### config.mk
export PLATFORM = sky130hd
export DESIGN_NAME = spi_fe_top
export DESIGN_NICKNAME = d
export VERILOG_FILES = /design/src/rtl/spi_fe_pkg.sv /design/src/rtl/spi_fe_fifo.sv /design/src/rtl/spi_fe_datapath.sv /design/src/rtl/spi_fe_ctrl.sv /design/src/rtl/spi_fe_top.sv
export SDC_FILE = /design/constraint.sdc
export NUM_CORES = 1
export LEC_CHECK = 0
export BUFFER_PORTS_ARGS = -buffer_cell sky130_fd_sc_hd__buf_4
export CAP_MARGIN = 20
export CORE_ASPECT_RATIO = 0.9
export CORE_MARGIN = 3
export CORE_UTILIZATION = 30
export CTS_CLUSTER_DIAMETER = 100
export DETAILED_ROUTE_END_ITERATION = 7
export GPL_ROUTABILITY_DRIVEN = 0
export HOLD_SLACK_MARGIN = 0.15
export PLACE_DENSITY_LB_ADDON = 0.2
export SLEW_MARGIN = 5
export SYNTH_ARGS = -nofsm -noshare
export SYNTH_HDL_FRONTEND = slang
export SYNTH_HIERARCHICAL = 1
export SYNTH_SLANG_ARGS = --single-unit
### constraint.sdc
create_clock -name clk -period 6.36 [get_ports clk]
set_clock_uncertainty 0.1 [all_clocks]
set_input_delay 1.272 -clock clk [delete_from_list [all_inputs] [get_ports clk]]
set_output_delay 1.272 -clock clk [all_outputs]
set_load 0.02 [all_outputs]
### src/rtl/spi_fe_pkg.sv
package spi_fe_pkg;
  typedef enum logic [2:0] {
    ADR_STATUS = 3'd0,
    ADR_IRQEN  = 3'd1,
    ADR_THRESH = 3'd2,
    ADR_LEVEL  = 3'd3,
    ADR_TXDATA = 3'd4,
    ADR_RXDATA = 3'd5
  } regAddr_e;

  localparam int STS_W    = 6;
  localparam int STS_PEND = 0;
  localparam int STS_DONE = 1;
  localparam int STS_TXTH = 2;
  localparam int STS_RXTH = 3;
  localparam int STS_TXUF = 4;
  localparam int STS_RXOF = 5;

  typedef struct packed {
    logic txPush;
    logic txPop;
    logic rxPush;
    logic rxPop;
  } fifoStb_t;
endpackage

### src/rtl/spi_fe_fifo.sv
module spi_fe_fifo #(
  parameter int WIDTH = 32,
  parameter int DEPTH = 8,
  parameter int CNT_W = 4
) (
  input  logic             clk,
  input  logic             rstN,
  input  logic             push,
  input  logic             pop,
  input  logic [WIDTH-1:0] wrData,
  output logic [WIDTH-1:0] head,
  output logic [CNT_W-1:0] count
);
  localparam int PTR_W = (DEPTH > 1) ? $clog2(DEPTH) : 1;
  localparam logic [PTR_W-1:0] LAST = PTR_W'(DEPTH - 1);

  logic [WIDTH-1:0] mem [DEPTH];
  logic [PTR_W-1:0] wrPtr, rdPtr;
  logic [CNT_W-1:0] cntQ;

  function automatic logic [PTR_W-1:0] nextPtr(input logic [PTR_W-1:0] p);
    return (p == LAST) ? '0 : p + 1'b1;
  endfunction

  always_ff @(posedge clk or negedge rstN) begin
    if (!rstN) begin
      wrPtr <= '0;
      rdPtr <= '0;
      cntQ  <= '0;
    end else begin
      if (push) wrPtr <= nextPtr(wrPtr);
      if (pop)  rdPtr <= nextPtr(rdPtr);
      case ({push, pop})
        2'b10:   cntQ <= cntQ + 1'b1;
        2'b01:   cntQ <= cntQ - 1'b1;
        default: cntQ <= cntQ;
      endcase
    end
  end

  always_ff @(posedge clk) begin
    if (push) mem[wrPtr] <= wrData;
  end

  assign head  = mem[rdPtr];
  assign count = cntQ;
endmodule

### src/rtl/spi_fe_datapath.sv
module spi_fe_datapath
  import spi_fe_pkg::*;
#(
  parameter int DATA_W = 32,
  parameter int DEPTH  = 8,
  parameter int CNT_W  = 4
) (
  input  logic              clk,
  input  logic              rstN,
  input  fifoStb_t          stb,
  input  logic [DATA_W-1:0] txWrData,
  input  logic [DATA_W-1:0] rxWrData,
  output logic [DATA_W-1:0] txHead,
  output logic [DATA_W-1:0] rxHead,
  output logic [CNT_W-1:0]  txCount,
  output logic [CNT_W-1:0]  rxCount
);
  logic [DATA_W-1:0] txRaw, rxRaw;

  spi_fe_fifo #(.WIDTH(DATA_W), .DEPTH(DEPTH), .CNT_W(CNT_W)) txFifo_i (
    .clk(clk), .rstN(rstN), .push(stb.txPush), .pop(stb.txPop),
    .wrData(txWrData), .head(txRaw), .count(txCount)
  );

  spi_fe_fifo #(.WIDTH(DATA_W), .DEPTH(DEPTH), .CNT_W(CNT_W)) rxFifo_i (
    .clk(clk), .rstN(rstN), .push(stb.rxPush), .pop(stb.rxPop),
    .wrData(rxWrData), .head(rxRaw), .count(rxCount)
  );

  assign txHead = (txCount == '0) ? '0 : txRaw;
  assign rxHead = (rxCount == '0) ? '0 : rxRaw;
endmodule

### src/rtl/spi_fe_ctrl.sv
module spi_fe_ctrl
  import spi_fe_pkg::*;
#(
  parameter int DATA_W = 32,
  parameter int DEPTH  = 8,
  parameter int CNT_W  = 4
) (
  input  logic               clk,
  input  logic               rstN,
  input  logic               regWrEn,
  input  logic               regRdEn,
  input  logic [2:0]         regAddr,
  input  logic [2*CNT_W-1:0] regWrLow,
  output logic [DATA_W-1:0]  regRdData,
  input  logic               txPopEn,
  input  logic               rxPushEn,
  input  logic               evtPending,
  input  logic               evtDone,
  input  logic [CNT_W-1:0]   txCount,
  input  logic [CNT_W-1:0]   rxCount,
  input  logic [DATA_W-1:0]  rxHead,
  output fifoStb_t           stb,
  output logic [STS_W-1:0]   statusOut,
  output logic               irq
);
  localparam logic [CNT_W-1:0] FULL_C = CNT_W'(DEPTH);

  regAddr_e addrE;
  logic txFull, txEmptyL, rxFull, rxEmptyL;
  logic wrStatus;
  logic [STS_W-1:0] statusQ, stsSet, stsClr;
  logic [STS_W-2:0] irqEnQ;
  logic [CNT_W-1:0] txThrQ, rxThrQ;

  assign addrE    = regAddr_e'(regAddr);
  assign txFull   = (txCount == FULL_C);
  assign txEmptyL = (txCount == '0);
  assign rxFull   = (rxCount == FULL_C);
  assign rxEmptyL = (rxCount == '0);

  always_comb begin
    stb.txPush = regWrEn && (addrE == ADR_TXDATA) && !txFull;
    stb.txPop  = txPopEn && !txEmptyL;
    stb.rxPush = rxPushEn && !rxFull;
    stb.rxPop  = regRdEn && (addrE == ADR_RXDATA) && !rxEmptyL;
  end

  assign wrStatus = regWrEn && (addrE == ADR_STATUS);
  assign stsClr   = wrStatus ? regWrLow[STS_W-1:0] : '0;

  always_comb begin
    stsSet           = '0;
    stsSet[STS_PEND] = evtPending;
    stsSet[STS_DONE] = evtDone;
    stsSet[STS_TXTH] = (txCount <= txThrQ);
    stsSet[STS_RXTH] = !rxEmptyL && (rxCount >= rxThrQ);
    stsSet[STS_TXUF] = txPopEn && txEmptyL;
    stsSet[STS_RXOF] = rxPushEn && rxFull;
  end

  always_ff @(posedge clk or negedge rstN) begin
    if (!rstN) begin
      statusQ <= '0;
      irqEnQ  <= '0;
      txThrQ  <= FULL_C;
      rxThrQ  <= '0;
    end else begin
      statusQ <= (statusQ & ~stsClr) | stsSet;
      if (regWrEn && addrE == ADR_IRQEN) irqEnQ <= regWrLow[STS_W-2:0];
      if (regWrEn && addrE == ADR_THRESH) begin
        rxThrQ <= regWrLow[CNT_W-1:0];
        txThrQ <= regWrLow[2*CNT_W-1:CNT_W];
      end
    end
  end

  always_comb begin
    regRdData = '0;
    case (addrE)
      ADR_STATUS: regRdData[STS_W-1:0] = statusQ;
      ADR_IRQEN:  regRdData[STS_W-2:0] = irqEnQ;
      ADR_THRESH: begin
        regRdData[CNT_W-1:0]       = rxThrQ;
        regRdData[2*CNT_W-1:CNT_W] = txThrQ;
      end
      ADR_LEVEL: begin
        regRdData[CNT_W-1:0]       = rxCount;
        regRdData[2*CNT_W-1:CNT_W] = txCount;
      end
      ADR_RXDATA: regRdData = rxHead;
      default:    regRdData = '0;
    endcase
  end

  assign statusOut = statusQ;
  assign irq       = |(statusQ[STS_W-1:1] & irqEnQ);
endmodule

### src/rtl/spi_fe_top.sv
module spi_fe_top
  import spi_fe_pkg::*;
#(
  parameter int DATA_W = 32,
  parameter int DEPTH  = 8
) (
  input  logic              clk,
  input  logic              rstN,
  input  logic              regWrEn,
  input  logic              regRdEn,
  input  logic [2:0]        regAddr,
  input  logic [DATA_W-1:0] regWrData,
  output logic [DATA_W-1:0] regRdData,
  input  logic              txPopEn,
  output logic [DATA_W-1:0] txPopData,
  output logic              txEmpty,
  input  logic              rxPushEn,
  input  logic [DATA_W-1:0] rxPushData,
  output logic              rxFull,
  input  logic              evtPending,
  input  logic              evtDone,
  output logic              irq
);
  localparam int CNT_W = $clog2(DEPTH + 1);

  fifoStb_t         stb;
  logic [CNT_W-1:0] txCount, rxCount;
  logic [DATA_W-1:0] rxHead;
  logic [STS_W-1:0] statusVec;

  spi_fe_ctrl #(.DATA_W(DATA_W), .DEPTH(DEPTH), .CNT_W(CNT_W)) ctrl_i (
    .clk(clk), .rstN(rstN), .regWrEn(regWrEn), .regRdEn(regRdEn),
    .regAddr(regAddr), .regWrLow(regWrData[2*CNT_W-1:0]),
    .regRdData(regRdData), .txPopEn(txPopEn), .rxPushEn(rxPushEn),
    .evtPending(evtPending), .evtDone(evtDone), .txCount(txCount),
    .rxCount(rxCount), .rxHead(rxHead), .stb(stb),
    .statusOut(statusVec), .irq(irq)
  );

  spi_fe_datapath #(.DATA_W(DATA_W), .DEPTH(DEPTH), .CNT_W(CNT_W)) dp_i (
    .clk(clk), .rstN(rstN), .stb(stb), .txWrData(regWrData),
    .rxWrData(rxPushData), .txHead(txPopData), .rxHead(rxHead),
    .txCount(txCount), .rxCount(rxCount)
  );

  assign txEmpty = (txCount == '0);
  assign rxFull  = (rxCount == CNT_W'(DEPTH));
endmodule

## Word level (Yosys, flattened, before mapping)

Memory sizes are Yosys's and may differ from the RTL's.
Index checks and enable logic that the tools add are counted.
W data, S select, Z words.

| word-level totals | value |
|---|---|
| word-level logic and storage cells | 80 |
| bits in registers | 39 |
| memories kept | 2 |
| RAM bits | 512 |
| output and inout port bits | 67 |
| input bits | 75 |

Memories:

| memory | depth | width | rd ports | clocked after memory_dff | write ports | RTL line | source |
|---|---|---|---|---|---|---|---|
| dp_i.rxFifo_i.mem | 8 | 32 | 1 | 0 | 1 | spi_fe_fifo.sv:17 | `logic [WIDTH-1:0] mem [DEPTH];` |
| dp_i.txFifo_i.mem | 8 | 32 | 1 | 0 | 1 | spi_fe_fifo.sv:17 |  |

| cells by class | value |
|---|---|
| add/sub/neg operators | 8 |
| magnitude comparators | 2 |
| mux-type cells | 17 |
| reduce and logical (&&, ||, !) cells | 22 |
| eq/ne operators | 15 |
| bitwise operators | 4 |

Operator list:

| kind | count |
|---|---|
| $mux W32 | 2 |
| $pmux W5 S5 | 1 |
| $mux W24 | 1 |
| $eq A3 B3 Y1 const B | 6 |
| $pmux W4 S2 | 2 |
| $add A3 B1 Y3 const B | 4 |
| $logic_and A1 B1 Y1 | 12 |
| $mux W3 | 4 |
| $add A4 B1 Y4 const B | 2 |
| $eq A4 B4 Y1 const B | 2 |
| $logic_not A4 Y1 | 2 |
| $sub A4 B1 Y4 const B | 2 |
| $and A6 B6 Y6 | 1 |
| $eq A3 B2 Y1 const B | 2 |
| $mux W6 | 1 |
| $not A6 Y6 | 1 |
| $or A6 B6 Y6 | 1 |
| $pmux W2 S3 | 1 |
| $and A5 B5 Y5 | 1 |
| $reduce_or A5 Y1 | 1 |
| $eq A2 B1 Y1 const B | 2 |
| $eq A2 B2 Y1 const B | 2 |
| $ge A4 B4 Y1 | 1 |
| $le A4 B4 Y1 | 1 |
| 6 further kinds | 13 |

## Longest topological paths before layout

| logic depth | value |
|---|---|
| word-level depth | 6 |
| depth in mapped cells | 12 |

## Hierarchy

The synthesis kept the hierarchy.

By module, submodules not included:

| module | area each (sq um) | cells each | times used | seq. area each (sq um) |
|---|---|---|---|---|
| spi_fe_fifo at dp_i.rxFifo_i | 10307.4 | 424 | 1 | 7937.6 |
| spi_fe_fifo at dp_i.txFifo_i | 10196.0 | 424 | 1 | 7937.6 |
| spi_fe_ctrl | 1557.7 | 169 | 1 | 476.7 |
| spi_fe_datapath | 915.9 | 88 | 1 | 0.0 |
| spi_fe_top | 27.5 | 2 | 1 | 0.0 |

## Least setup slack after synthesis

Ideal clock, no wire load.

| timing | value |
|---|---|
| path type | in2reg |
| from | in regAddr[1] |
| to | mem dp_i.txFifo_i.mem[0][0] (enable) |
| slack | 1.465 ns |
| cell stages on the path | 6 |
| arrival time | 4.334 ns |
| buffers on the path | 2 |
| cells stage by stage | buf_6 -> nor2b_2 -> buf_2 -> and4b_1 -> nand2b_1 -> nor3_1 |

RTL lines:

| item | RTL line | source |
|---|---|---|
| start: declaration | spi_fe_top.sv:11 | `input logic [2:0] regAddr,` |
| end: declaration | spi_fe_fifo.sv:17 |  |

## Final worst setup path

| timing | value |
|---|---|
| from | reg dp_i.rxFifo_i.rdPtr[0] |
| to | out regRdData[2] |

| between the ends | value |
|---|---|
| cells in the longest elaborated chain, start to end | 3 |

RTL lines:

| item | RTL line | source |
|---|---|---|
| start: declaration | spi_fe_fifo.sv:18 | `logic [PTR_W-1:0] wrPtr, rdPtr;` |
| start signal: assignment | spi_fe_fifo.sv:32 | `if (pop) rdPtr <= nextPtr(rdPtr);` |
| $mem_v2 Z8 W32 | n/a |  |
| named net dp_i.rxRaw[2] | spi_fe_datapath.sv:18 | `logic [DATA_W-1:0] txRaw, rxRaw;` |
| $mux W32 | spi_fe_datapath.sv:31 | `assign rxHead = (rxCount == '0) ? '0 : rxRaw;` |
| named net rxHead[2] | spi_fe_top.sv:28 | `logic [DATA_W-1:0] rxHead;` |
| $pmux W5 S5 | spi_fe_ctrl.sv:79 | `case (addrE)` |
| end: declaration | spi_fe_top.sv:13 | `output logic [DATA_W-1:0] regRdData,` |

The timed path passes the listed nets, and every way through them passes these cells.

==> results.sh <==
export IMPL_outcome="complete, no violations"
export IMPL_cts_inserted_buffers=56
export IMPL_cts_sinks=551
export IMPL_postSynthAreaPerCell_um2=20.8
export IMPL_synthArstFlopShare_pct=7.08
export IMPL_ant_nets=0
export IMPL_cts_reportedPaths_clkPinSlew_ps=60
export IMPL_setup_violations=0
export IMPL_grt_max_degree=49
export IMPL_syn_inst=1107
export IMPL_antenna_found_initial=6
export IMPL_maxSlewViolCount=0
export IMPL_finalHoldViolations=0
export IMPL_ys_top_cells_by_count="512 x edfxtp_1, 100 x mux4_2, 78 x mux2_2"
export IMPL_dp_cells=2226
export IMPL_critPathKind="reg2out"
export IMPL_ys_warn_count=6
export IMPL_rr_worst_depth=6
export IMPL_clk_path_buf_depth=3
export IMPL_cts_tree="done"
export IMPL_synth_most_common_cell="edfxtp_1"
export IMPL_drt_total_wl_um=56400
export IMPL_io_pins=142
export IMPL_power_mw=11.9
export IMPL_ys_flop_type="edfxtp_1"
export IMPL_reg2reg_to="dp_i/txFifo_i/mem[0][6]$_DFFE_PP_"
export IMPL_p_leak_nw=8.95
export IMPL_track_usage_pct=14.0
export IMPL_slew_headroom_pct=27.9
export IMPL_min_to="ctrl_i/statusOut[0]$_DFF_PN0_"
export IMPL_synth_top_area_cell="edfxtp_1"
export IMPL_fin_cells=2331
export IMPL_synth_edf_count=512
export IMPL_synth_area_um2=23000
export IMPL_nNetsFinal=1363
export IMPL_rows=95
export IMPL_via_per_inst=4.89
export IMPL_area_growth_pct=17.9
export IMPL_grt_pass1_wl_um=83700
export IMPL_wire_per_inst_um=24.2
export IMPL_reg2reg_slack_ps=2640
export IMPL_num_vias=11400
export IMPL_min_period_ps=4840
export IMPL_max_freq_mhz=206
export IMPL_period_share_pct=76.2
export IMPL_worstSetupStartpoint="dp_i/rxFifo_i/rdPtr[0]$_DFFE_PN0P_"
export IMPL_critPathArrivalTime_ps=3470
export IMPL_port_buffers=141
export IMPL_cts_hold_buffers=0
export IMPL_start_kind="flip-flop"
export IMPL_start_util_pct=30.5
export IMPL_n_fill_cell=7091
export IMPL_pwr_density_cell_nw_per_um2=438
export IMPL_coreArea_um2=75400
export IMPL_die_area_um2=80000
export IMPL_worst_slack_ps=1520
export IMPL_cts_resized=0
export IMPL_cp_end_kind="output pin"
export IMPL_peakVddDrop_uv=253
export IMPL_min_from="ctrl_i/statusOut[0]$_DFF_PN0_"
export IMPL_cts_root_buf="clkbuf_16"
export IMPL_synth_cell_types=55
export IMPL_r2r_start="dp_i/txFifo_i/count[2]$_DFFE_PN0P_"
export IMPL_dieHeight_um=269
export IMPL_finalSetupTns_ps=0
export IMPL_ys_ff_latch=551
export IMPL_rsz0062_at_grt="no"
export IMPL_worst_path_max_fanout=46
export IMPL_tightest_slew_ps=1080
export IMPL_dieWidth_um=298
export IMPL_overflow=0
export IMPL_dp_hpwl_um=32900
export IMPL_dpl_cell_area_um2=25200
export IMPL_layout_drive_gt1_share_pct=36.3
export IMPL_whs_path_depth=1
export IMPL_stdcell_area_um2=27100
export IMPL_synth_top_area_share_pct=66.8
export IMPL_drv_cap=0
export IMPL_dr_first_iter_drc_count=689
export IMPL_synthTopCellsByArea="edfxtp_1 67%, mux4_2 9.8%, dfrtp_1 4.1%, mux2_2 3.8%, mux4_1 3.3%"
export IMPL_required_ps=4990
export IMPL_h_tree_depth=2
export IMPL_dp_slack_ps=2080
export IMPL_synth_net_count=1204
export IMPL_min_path_type="reg2reg"
export IMPL_first_global_vias=12100
export IMPL_synth_yosys_seq_area_share_pct=71.1
export IMPL_clkLatencyLatePin_ps=580
export IMPL_cts_setup_buffers=0
export IMPL_drc=0
export IMPL_first_pass_iters=4
-- final cells by class --
class	count	area, µm²	area share (%)
tap	1018	1270	4.70
multi-input combinational	473	6180	22.8
clock buffer	75	1560	5.77
clock inverter	29	377	1.39
timing repair buffer	173	1320	4.86
antenna	1	2.50	0.00922
inverter	11	41.3	0.152
sequential	551	16400	60.3
-- cells in the final DEF, fill, tap and decap left out, types with 9 or more instances in the layout --
cell       netlist  final
and3_1          26     26
o21ai_0         17     17
clkbuf_1        17     11
o41a_1          64     64
bufinv_16        0      9
nand2_1         28     28
clkbuf_16        0     57
nor2_4           0     12
mux2_2          78     78
inv_1           11     11
mux4_1          29     29
ha_1            22     22
edfxtp_1       512    512
mux4_2         100    100
dfrtp_1         38     30
mux2i_1         11     11
buf_4            2    172
-- logic make-up (layout without fill, tap and decap cells) --
kind of cell,after synthesis,count (layout),share of synthesized area (%)
AO/OA/AOI/OAI,106,106,4.31
other,0,1,0
multiplexers,223,223,17.7
flip-flops,551,551,71.1
XOR/XNOR,10,10,0.381
AND/OR/NAND/NOR,112,112,2.79
buffers and inverters,83,288,2.52
adder cells (fa/ha/maj),22,22,1.20
-- state kept, by name (all words and copies together), names as in the netlist, 4 cells and up --
name	count
ctrl_i/statusOut	6
ctrl_i/txThrQ	4
ctrl_i/rxThrQ	4
dp_i/txFifo_i/count	4
dp_i/rxFifo_i/mem	256
dp_i/txFifo_i/mem	256
ctrl_i/irqEnQ	5
dp_i/rxFifo_i/count	4
-- worst max path at each step --
stage	to	slack, ps
after floorplan	dp_i/txFifo_i/mem[0][0]$_DFFE_PP_	1460
after global placement	regRdData[2]	2090
after detailed placement	regRdData[2]	2080
after CTS	regRdData[2]	1430
after global routing	regRdData[2]	1330
final	regRdData[2]	1520
-- metrics by stage --
stage	util, %	hold slack, ps
2_1_floorplan	-	348
3_3_place_gp	33.4	400
3_5_place_dp	33.4	392
4_1_cts	36.0	415
5_1_grt	36.0	445
6_report	36.0	415
-- worst max-delay path, cell delays in order (launching register included) --
cell,delay (ps)
dfrtp_4,1000
buf_4,360
mux4_1,570
mux2_2,280
o41a_1,110
nand2_1,50
o21ai_0,80
o2bb2ai_1,180
buf_4,190
-- layer usage --
layer | GRT usage, % | wire (µm)
met1 | 18.9 | 24700
met5 | 0 | 46
met2 | 22.8 | 26900
met4 | 3.81 | 1270
met3 | 3.69 | 3490
-- power breakdown --
| part | leakage [nW] | internal [mW] | switching (mW) | total, mW |
|---|---|---|---|---|
| combinational | 2.93 | 1.77 | 1.86 | 3.63 |
| clock | 0.944 | 2.09 | 1.36 | 3.44 |
| sequential | 5.07 | 4.34 | 0.478 | 4.82 |
Power figures use the tool's default switching activity.
